==> config.mk <==
export PLATFORM = sky130hd
export DESIGN_NAME = xmon_wram
export DESIGN_NICKNAME = d
export VERILOG_FILES = /design/src/rtl/xmon_pkg.sv /design/src/rtl/xmon_ram.sv /design/src/rtl/xmon_rsv.sv /design/src/rtl/xmon_arb.sv /design/src/rtl/xmon_wram.sv
export SDC_FILE = /design/constraint.sdc
export NUM_CORES = 2
export LEC_CHECK = 0
export BUFFER_PORTS_ARGS = -buffer_cell sky130_fd_sc_hd__buf_2
export CORE_MARGIN = 2
export CORE_UTILIZATION = 30
export CTS_CLUSTER_DIAMETER = 40
export DETAILED_ROUTE_END_ITERATION = 7
export GPL_TIMING_DRIVEN = 0
export PLACE_DENSITY = 0.56
export SKIP_CTS_REPAIR_TIMING = 1
export SYNTH_ARGS = -nofsm -noshare
export SYNTH_HDL_FRONTEND = slang
export SYNTH_SLANG_ARGS = --single-unit
==> constraint.sdc <==
create_clock -name clk -period 5.7 [get_ports clk]
set_input_delay 1.14 -clock clk [delete_from_list [all_inputs] [get_ports clk]]
set_output_delay 1.14 -clock clk [all_outputs]
set_load 0.05 [all_outputs]
==> src/rtl/xmon_pkg.sv <==
package xmon_pkg;
    typedef enum logic [1:0] {
        OP_LD  = 2'b00,
        OP_ST  = 2'b01,
        OP_LDL = 2'b10,
        OP_STC = 2'b11
    } eng_op_e;

    typedef enum logic {
        RSV_OPEN = 1'b0,
        RSV_HELD = 1'b1
    } rsv_state_e;

    typedef enum logic [1:0] {
        RD_NONE = 2'b00,
        RD_ENG  = 2'b01,
        RD_HOST = 2'b10
    } rd_owner_e;
endpackage

==> src/rtl/xmon_ram.sv <==
module xmon_ram #(
    parameter int AW = 8,
    parameter int DW = 16
) (
    input  logic          clk,
    input  logic          we,
    input  logic [AW-1:0] waddr,
    input  logic [DW-1:0] wdata,
    input  logic          re,
    input  logic [AW-1:0] raddr,
    output logic [DW-1:0] rdata
);
    localparam int DEPTH = 1 << AW;

    logic [DW-1:0] mem [DEPTH];

    always_ff @(posedge clk) begin
        if (we) begin
            mem[waddr] <= wdata;
        end
        if (re) begin
            rdata <= mem[raddr];
        end
    end
endmodule

==> src/rtl/xmon_rsv.sv <==
module xmon_rsv
    import xmon_pkg::*;
#(
    parameter int AW = 8
) (
    input  logic          clk,
    input  logic          rst_n,
    input  logic          eng_req,
    input  eng_op_e       eng_op,
    input  logic [AW-1:0] eng_addr,
    input  logic          host_valid,
    input  logic          host_we,
    input  logic [AW-1:0] host_addr,
    output logic          stc_ok
);
    rsv_state_e    state_q, state_d;
    logic [AW-1:0] held_addr_q;
    logic [AW-1:0] watch_addr;
    logic          is_ldl, is_stc, host_hit;

    always_comb begin
        is_ldl     = eng_req && (eng_op == OP_LDL);
        is_stc     = eng_req && (eng_op == OP_STC);
        watch_addr = is_ldl ? eng_addr : held_addr_q;
        host_hit   = host_valid && host_we && (host_addr == watch_addr);
    end

    // next-state: arm / rearm / consume / break
    always_comb begin
        state_d = state_q;
        unique case (state_q)
            RSV_OPEN: begin
                if (is_ldl && !host_hit) state_d = RSV_HELD;
            end
            RSV_HELD: begin
                if (is_ldl)        state_d = host_hit ? RSV_OPEN : RSV_HELD;
                else if (is_stc)   state_d = RSV_OPEN;
                else if (host_hit) state_d = RSV_OPEN;
            end
        endcase
    end

    always_ff @(posedge clk) begin
        if (!rst_n) begin
            state_q     <= RSV_OPEN;
            held_addr_q <= '0;
        end else begin
            state_q <= state_d;
            if (is_ldl) held_addr_q <= eng_addr;
        end
    end

    // outputs: host write check wins over the store in the same cycle
    always_comb begin
        stc_ok = 1'b0;
        unique case (state_q)
            RSV_OPEN: stc_ok = 1'b0;
            RSV_HELD: stc_ok = is_stc && !host_hit;
        endcase
    end

    p_ldl_arms_r4: assert property (@(posedge clk) disable iff (!rst_n)
        (is_ldl && !host_hit) |=> (state_q == RSV_HELD));
    p_stc_clears_r5: assert property (@(posedge clk) disable iff (!rst_n)
        is_stc |=> (state_q == RSV_OPEN));
    p_open_drops_r6: assert property (@(posedge clk) disable iff (!rst_n)
        (state_q == RSV_OPEN) |-> !stc_ok);
    p_host_break_r7: assert property (@(posedge clk) disable iff (!rst_n)
        (state_q == RSV_HELD && !is_ldl && host_valid && host_we
         && host_addr == held_addr_q) |=> (state_q == RSV_OPEN));
endmodule

==> src/rtl/xmon_arb.sv <==
module xmon_arb
    import xmon_pkg::*;
#(
    parameter int AW = 8,
    parameter int DW = 16
) (
    input  logic          clk,
    input  logic          rst_n,
    input  logic          eng_req,
    input  eng_op_e       eng_op,
    input  logic [AW-1:0] eng_addr,
    input  logic [DW-1:0] eng_wdata,
    input  logic          stc_ok,
    input  logic          host_valid,
    input  logic          host_we,
    input  logic [AW-1:0] host_addr,
    input  logic [DW-1:0] host_wdata,
    output logic          host_ready,
    output logic          ram_we,
    output logic [AW-1:0] ram_waddr,
    output logic [DW-1:0] ram_wdata,
    output logic          ram_re,
    output logic [AW-1:0] ram_raddr,
    output logic          eng_rvalid,
    output logic          host_rvalid
);
    rd_owner_e owner_q, owner_d;
    logic      eng_rd, eng_wr, host_go;

    always_comb begin
        host_ready = !eng_req;
        host_go    = host_valid && !eng_req;
        eng_rd     = eng_req && (eng_op == OP_LD || eng_op == OP_LDL);
        eng_wr     = eng_req && (eng_op == OP_ST || (eng_op == OP_STC && stc_ok));

        ram_we    = eng_wr || (host_go && host_we);
        ram_waddr = eng_req ? eng_addr  : host_addr;
        ram_wdata = eng_req ? eng_wdata : host_wdata;
        ram_re    = eng_rd || (host_go && !host_we);
        ram_raddr = eng_req ? eng_addr  : host_addr;
    end

    always_comb begin
        owner_d = RD_NONE;
        if (eng_rd)                   owner_d = RD_ENG;
        else if (host_go && !host_we) owner_d = RD_HOST;
    end

    always_ff @(posedge clk) begin
        if (!rst_n) owner_q <= RD_NONE;
        else        owner_q <= owner_d;
    end

    always_comb begin
        eng_rvalid  = 1'b0;
        host_rvalid = 1'b0;
        unique case (owner_q)
            RD_NONE: ;
            RD_ENG:  eng_rvalid  = 1'b1;
            RD_HOST: host_rvalid = 1'b1;
            default: ;
        endcase
    end

    p_eng_rvalid_r2: assert property (@(posedge clk) disable iff (!rst_n)
        (eng_req && !eng_op[0]) |=> (eng_rvalid && !host_rvalid));
    p_host_rvalid_r11: assert property (@(posedge clk) disable iff (!rst_n)
        (host_valid && host_ready && !host_we) |=> host_rvalid);
    p_no_host_write_r1: assert property (@(posedge clk) disable iff (!rst_n)
        (eng_req && !eng_op[0]) |-> !ram_we);
endmodule

==> src/rtl/xmon_wram.sv <==
module xmon_wram
    import xmon_pkg::*;
#(
    parameter int ADDR_W = 8,
    parameter int DATA_W = 16
) (
    input  logic              clk,
    input  logic              rst_n,
    input  logic              eng_req,
    input  logic [1:0]        eng_op,
    input  logic [ADDR_W-1:0] eng_addr,
    input  logic [DATA_W-1:0] eng_wdata,
    output logic [DATA_W-1:0] eng_rdata,
    output logic              eng_rvalid,
    input  logic              host_valid,
    input  logic              host_we,
    input  logic [ADDR_W-1:0] host_addr,
    input  logic [DATA_W-1:0] host_wdata,
    output logic              host_ready,
    output logic [DATA_W-1:0] host_rdata,
    output logic              host_rvalid
);
    eng_op_e           op;
    logic              stc_ok, ram_we, ram_re;
    logic [ADDR_W-1:0] ram_waddr, ram_raddr;
    logic [DATA_W-1:0] ram_wdata, ram_rdata;

    assign op = eng_op_e'(eng_op);

    xmon_rsv #(.AW(ADDR_W)) rsv_i (
        .clk(clk), .rst_n(rst_n), .eng_req(eng_req), .eng_op(op),
        .eng_addr(eng_addr), .host_valid(host_valid), .host_we(host_we),
        .host_addr(host_addr), .stc_ok(stc_ok)
    );

    xmon_arb #(.AW(ADDR_W), .DW(DATA_W)) arb_i (
        .clk(clk), .rst_n(rst_n), .eng_req(eng_req), .eng_op(op),
        .eng_addr(eng_addr), .eng_wdata(eng_wdata), .stc_ok(stc_ok),
        .host_valid(host_valid), .host_we(host_we), .host_addr(host_addr),
        .host_wdata(host_wdata), .host_ready(host_ready),
        .ram_we(ram_we), .ram_waddr(ram_waddr), .ram_wdata(ram_wdata),
        .ram_re(ram_re), .ram_raddr(ram_raddr),
        .eng_rvalid(eng_rvalid), .host_rvalid(host_rvalid)
    );

    xmon_ram #(.AW(ADDR_W), .DW(DATA_W)) ram_i (
        .clk(clk), .we(ram_we), .waddr(ram_waddr), .wdata(ram_wdata),
        .re(ram_re), .raddr(ram_raddr), .rdata(ram_rdata)
    );

    assign eng_rdata  = ram_rdata;
    assign host_rdata = ram_rdata;

    p_reset_quiet_r12: assert property (@(posedge clk)
        !rst_n |=> (!eng_rvalid && !host_rvalid));
endmodule

==> impl_metrics.csv <==
group,metric,value,unit
detailed_routing,drt_first_pass_iters,6,
power_and_ir_drop,power_frac_comb,7.1,%
placement,portBuffers,86,
global_route,grt_pass1_vias,86800,
power_and_ir_drop,p_int,55.2,mW
sta,fmax,164,MHz
die,ios,90,
placement,place_congestion,1.08,
sta,max_slew.worst_pin.slew,1.61,ns
worst_setup_path,critPathSlowestCell,"or4_1",
detailed_routing,postRouteAntennaNets,0,
global_route,grt_util_all_layers,19.0,%
synth,ys_types,40,
power_and_ir_drop,ir_drop,343,uV
finish,finalNonFillerCells,16900,
sta,maxSlewViolCount,14,
power_and_ir_drop,swShare,24.1,%
power_and_ir_drop,net-switching-power,17.5,mW
sta,finalCriticalPeriod,6.11,ns
global_route,grt_antenna_before_repair,57,
sta,final.period_utilization,107,%
detailed_routing,initialDrtViolationCount,12500,
worst_setup_path,critPathLaunchType,"input port",
worst_setup_path,worst-setup-path-type,"input port to flip-flop",
clock_tree,clk-insertion-delay-late,1.07,ns
sta,worst_slack,-0.406,ns
finish,final_core_util,36.8,%
sta,hold_slack,0.345,ns
finish,layout_common_cells,"edfxtp_1, mux2i_1, o22ai_1",
synth,synth_edf_count,4112,
die,core_area,0.526,sq mm
global_route,grt.overflow.total,0,
detailed_routing,wl,525,mm
finish,nNetsFinal,9543,
placement,place_ws,-1.87,ns
power_and_ir_drop,seq_power_share,46.3,%
die,die_height,731,um
die,die-area,0.534,sq mm
global_route,grt_pass1_wl,704,mm
worst_setup_path,crit_chain,"buf_6 > clkinv_1 > o32ai_2 > nand2_1 > clkbuf_2 > buf_12 > clkdlybuf4s15_1 > o22ai_1 > o41ai_2 > a41oi_1 > or4_1",
synth,synth_fp_nets,8556,
placement,dp_cells,15900,
run_status,violations,"capacitance limit, slew limit, setup timing",
worst_setup_path,critPathMaxStageDelay,0.95,ns
sta,setup_viol,221,
clock_tree,clk_pin_slew_worst_paths,0.05,ns
sta,rsz0062_at_grt,"true",
clock_tree,clock_path_buffers,4,
sta,fin_skew,0.0878,ns
synth,syn_area,0.158,sq mm
clock_tree,cts_buffers,540,
synth,synthFlopType,"edfxtp_1",
synth,yosysTopAreaCell,"edfxtp_1",
sta,final_hold_viol_count,0,
worst_setup_path,cp.required,6.35,ns
die,die_w,731,um
synth,syn_avg_cell_area,18.6,sq um
synth,netlist_instances,8501,
synth,async_flop_share,0,%
die,start_util,30.2,%
run_status,status,"finished with violations",
power_and_ir_drop,p_clk_share,46.6,%
global_route,grt_max_degree,122,
hold_path,hold_class,"input port to flip-flop",
placement,dp_hpwl,368,mm
synth,synth.top_cell.area_share,77.9,%
synth,yosysSeqAreaShare,78.1,%
worst_setup_path,critical_path_arrival,6.76,ns
worst_setup_path,cp_max_fo,10,
detailed_routing,wl_per_cell,31.0,um
clock_tree,clock-root-buffer,"clkbuf_16",
finish,drive_gt1_share,20.3,%
job,cap_violations,5,
synth,synth_area_leaders,"edfxtp_1, mux2i_1, o22ai_1, o41ai_1, nor3_1",
sta,slew_headroom,-8.78,%
detailed_routing,drc,0,
power_and_ir_drop,leakage,65.4,nW
sta,tns,-25.63,ns
die,fp-row-count,266,
detailed_routing,vias_per_cell,5.30,
finish,syn2layout_area_growth,21.9,%
finish,mostFrequentLayoutCell,"edfxtp_1",
synth,yosysWarningCount,0,
clock_tree,cts_tree,"done",
synth,ys_ff_latch,4123,
clock_tree,clock_sinks,4123,
power_and_ir_drop,cellPowerDensity,377,mW/mm^2
detailed_routing,num_vias,89700,
clock_tree,htree_levels,6,
worst_setup_path,worst_setup_path_end_kind,"flip-flop",
sequential cells by signal (all words and copies together), names as in the netlist:
register           cells
ram_i.mem           4096
ram_i.rdata           16
arb_i.owner_q          2
rsv_i.state_q          1
rsv_i.held_addr_q      8
worst max-delay path, delay by kind of cell:
kind,cells,cell delay [ns]
AOI/OAI and AO/OA,4,2.14
buffers and inverters,5,1.89
and+or+nand+nor,2,1.50
power by group through the flow:
stage | Combinational (mW) | Sequential (mW) | Clock, mW
after global routing | 5.26 | 33.7 | 35.4
after detailed placement | 5.01 | 34.3 | 0
final | 5.18 | 33.7 | 33.9
after CTS | 5.02 | 33.7 | 34.1
after floorplan | 2.40 | 34.4 | 0
after global placement | 4.65 | 34.5 | 0
area by class of cell:
class	instances	area, sq um
sequential	4123	124000
inverter	7	26.3
timing repair buffer	445	5100
multi-input combinational	3802	34800
clock buffer	613	13900
fill	47800	332000
tap	6968	8720
antenna	36	90.1
buffer	569	2680
clock inverter	368	4250
final timing paths:
kind	startpoint	to	slack [ns]	depth (start not counted)
worst max-delay path	eng_req	ram_i.rdata[15]	-0.41	11
worst max register to register	rsv_i.held_addr_q[3]	ram_i.mem[53][3]	1.37	9
worst min-delay path	rst_n	arb_i.owner_q[0]	0.34	2
worst min register to register	rsv_i.held_addr_q[5]	rsv_i.held_addr_q[5]	0.54	2
cells in the mapped netlist, drive strengths merged (2+ instances only):
cell	instances
o22ai	1025
nand2b	3
a21oi	2
a41oi	64
o41ai	256
nor2	10
mux2	18
clkbuf	277
edfxtp	4112
o32ai	3
mux2i	2059
nand2	48
dfxtp	11
a31oi	2
o21ai	4
nor2b	10
inv	6
or4	16
xnor2	7
nand3	3
a22o	3
nor3	257
a32o	2
buf	292
and3	2
per-layer routing:
metal | track usage [%] | wire length (um) | vias to the layer above
met4 | 8.45 | 24900 | 12
li1 | - | - | 37300
met5 | 0 | 68 | -
met1 | 24.7 | 208000 | 46500
met3 | 4.78 | 51900 | 917
met2 | 29.9 | 241000 | 4969
cells by family after synthesis:
group | Yosys count | synth area share [%]
AO/OA/AOI/OAI | 1365 | 5.98
XOR/XNOR | 8 | 0.0442
buffers and inverters | 576 | 1.66
multiplexers | 2077 | 13.1
AND/OR/NAND/NOR | 352 | 1.11
flip-flops | 4123 | 78.1
through the flow:
step | cell area [sq um] | total power [mW]
CTS | 192000 | 72.8
finish | 193000 | 72.8
global placement | 168000 | 39.2
global route | 193000 | 74.3
floorplan | 158000 | 36.8
detailed placement | 174000 | 39.3
Power figures use the tool's default switching activity.
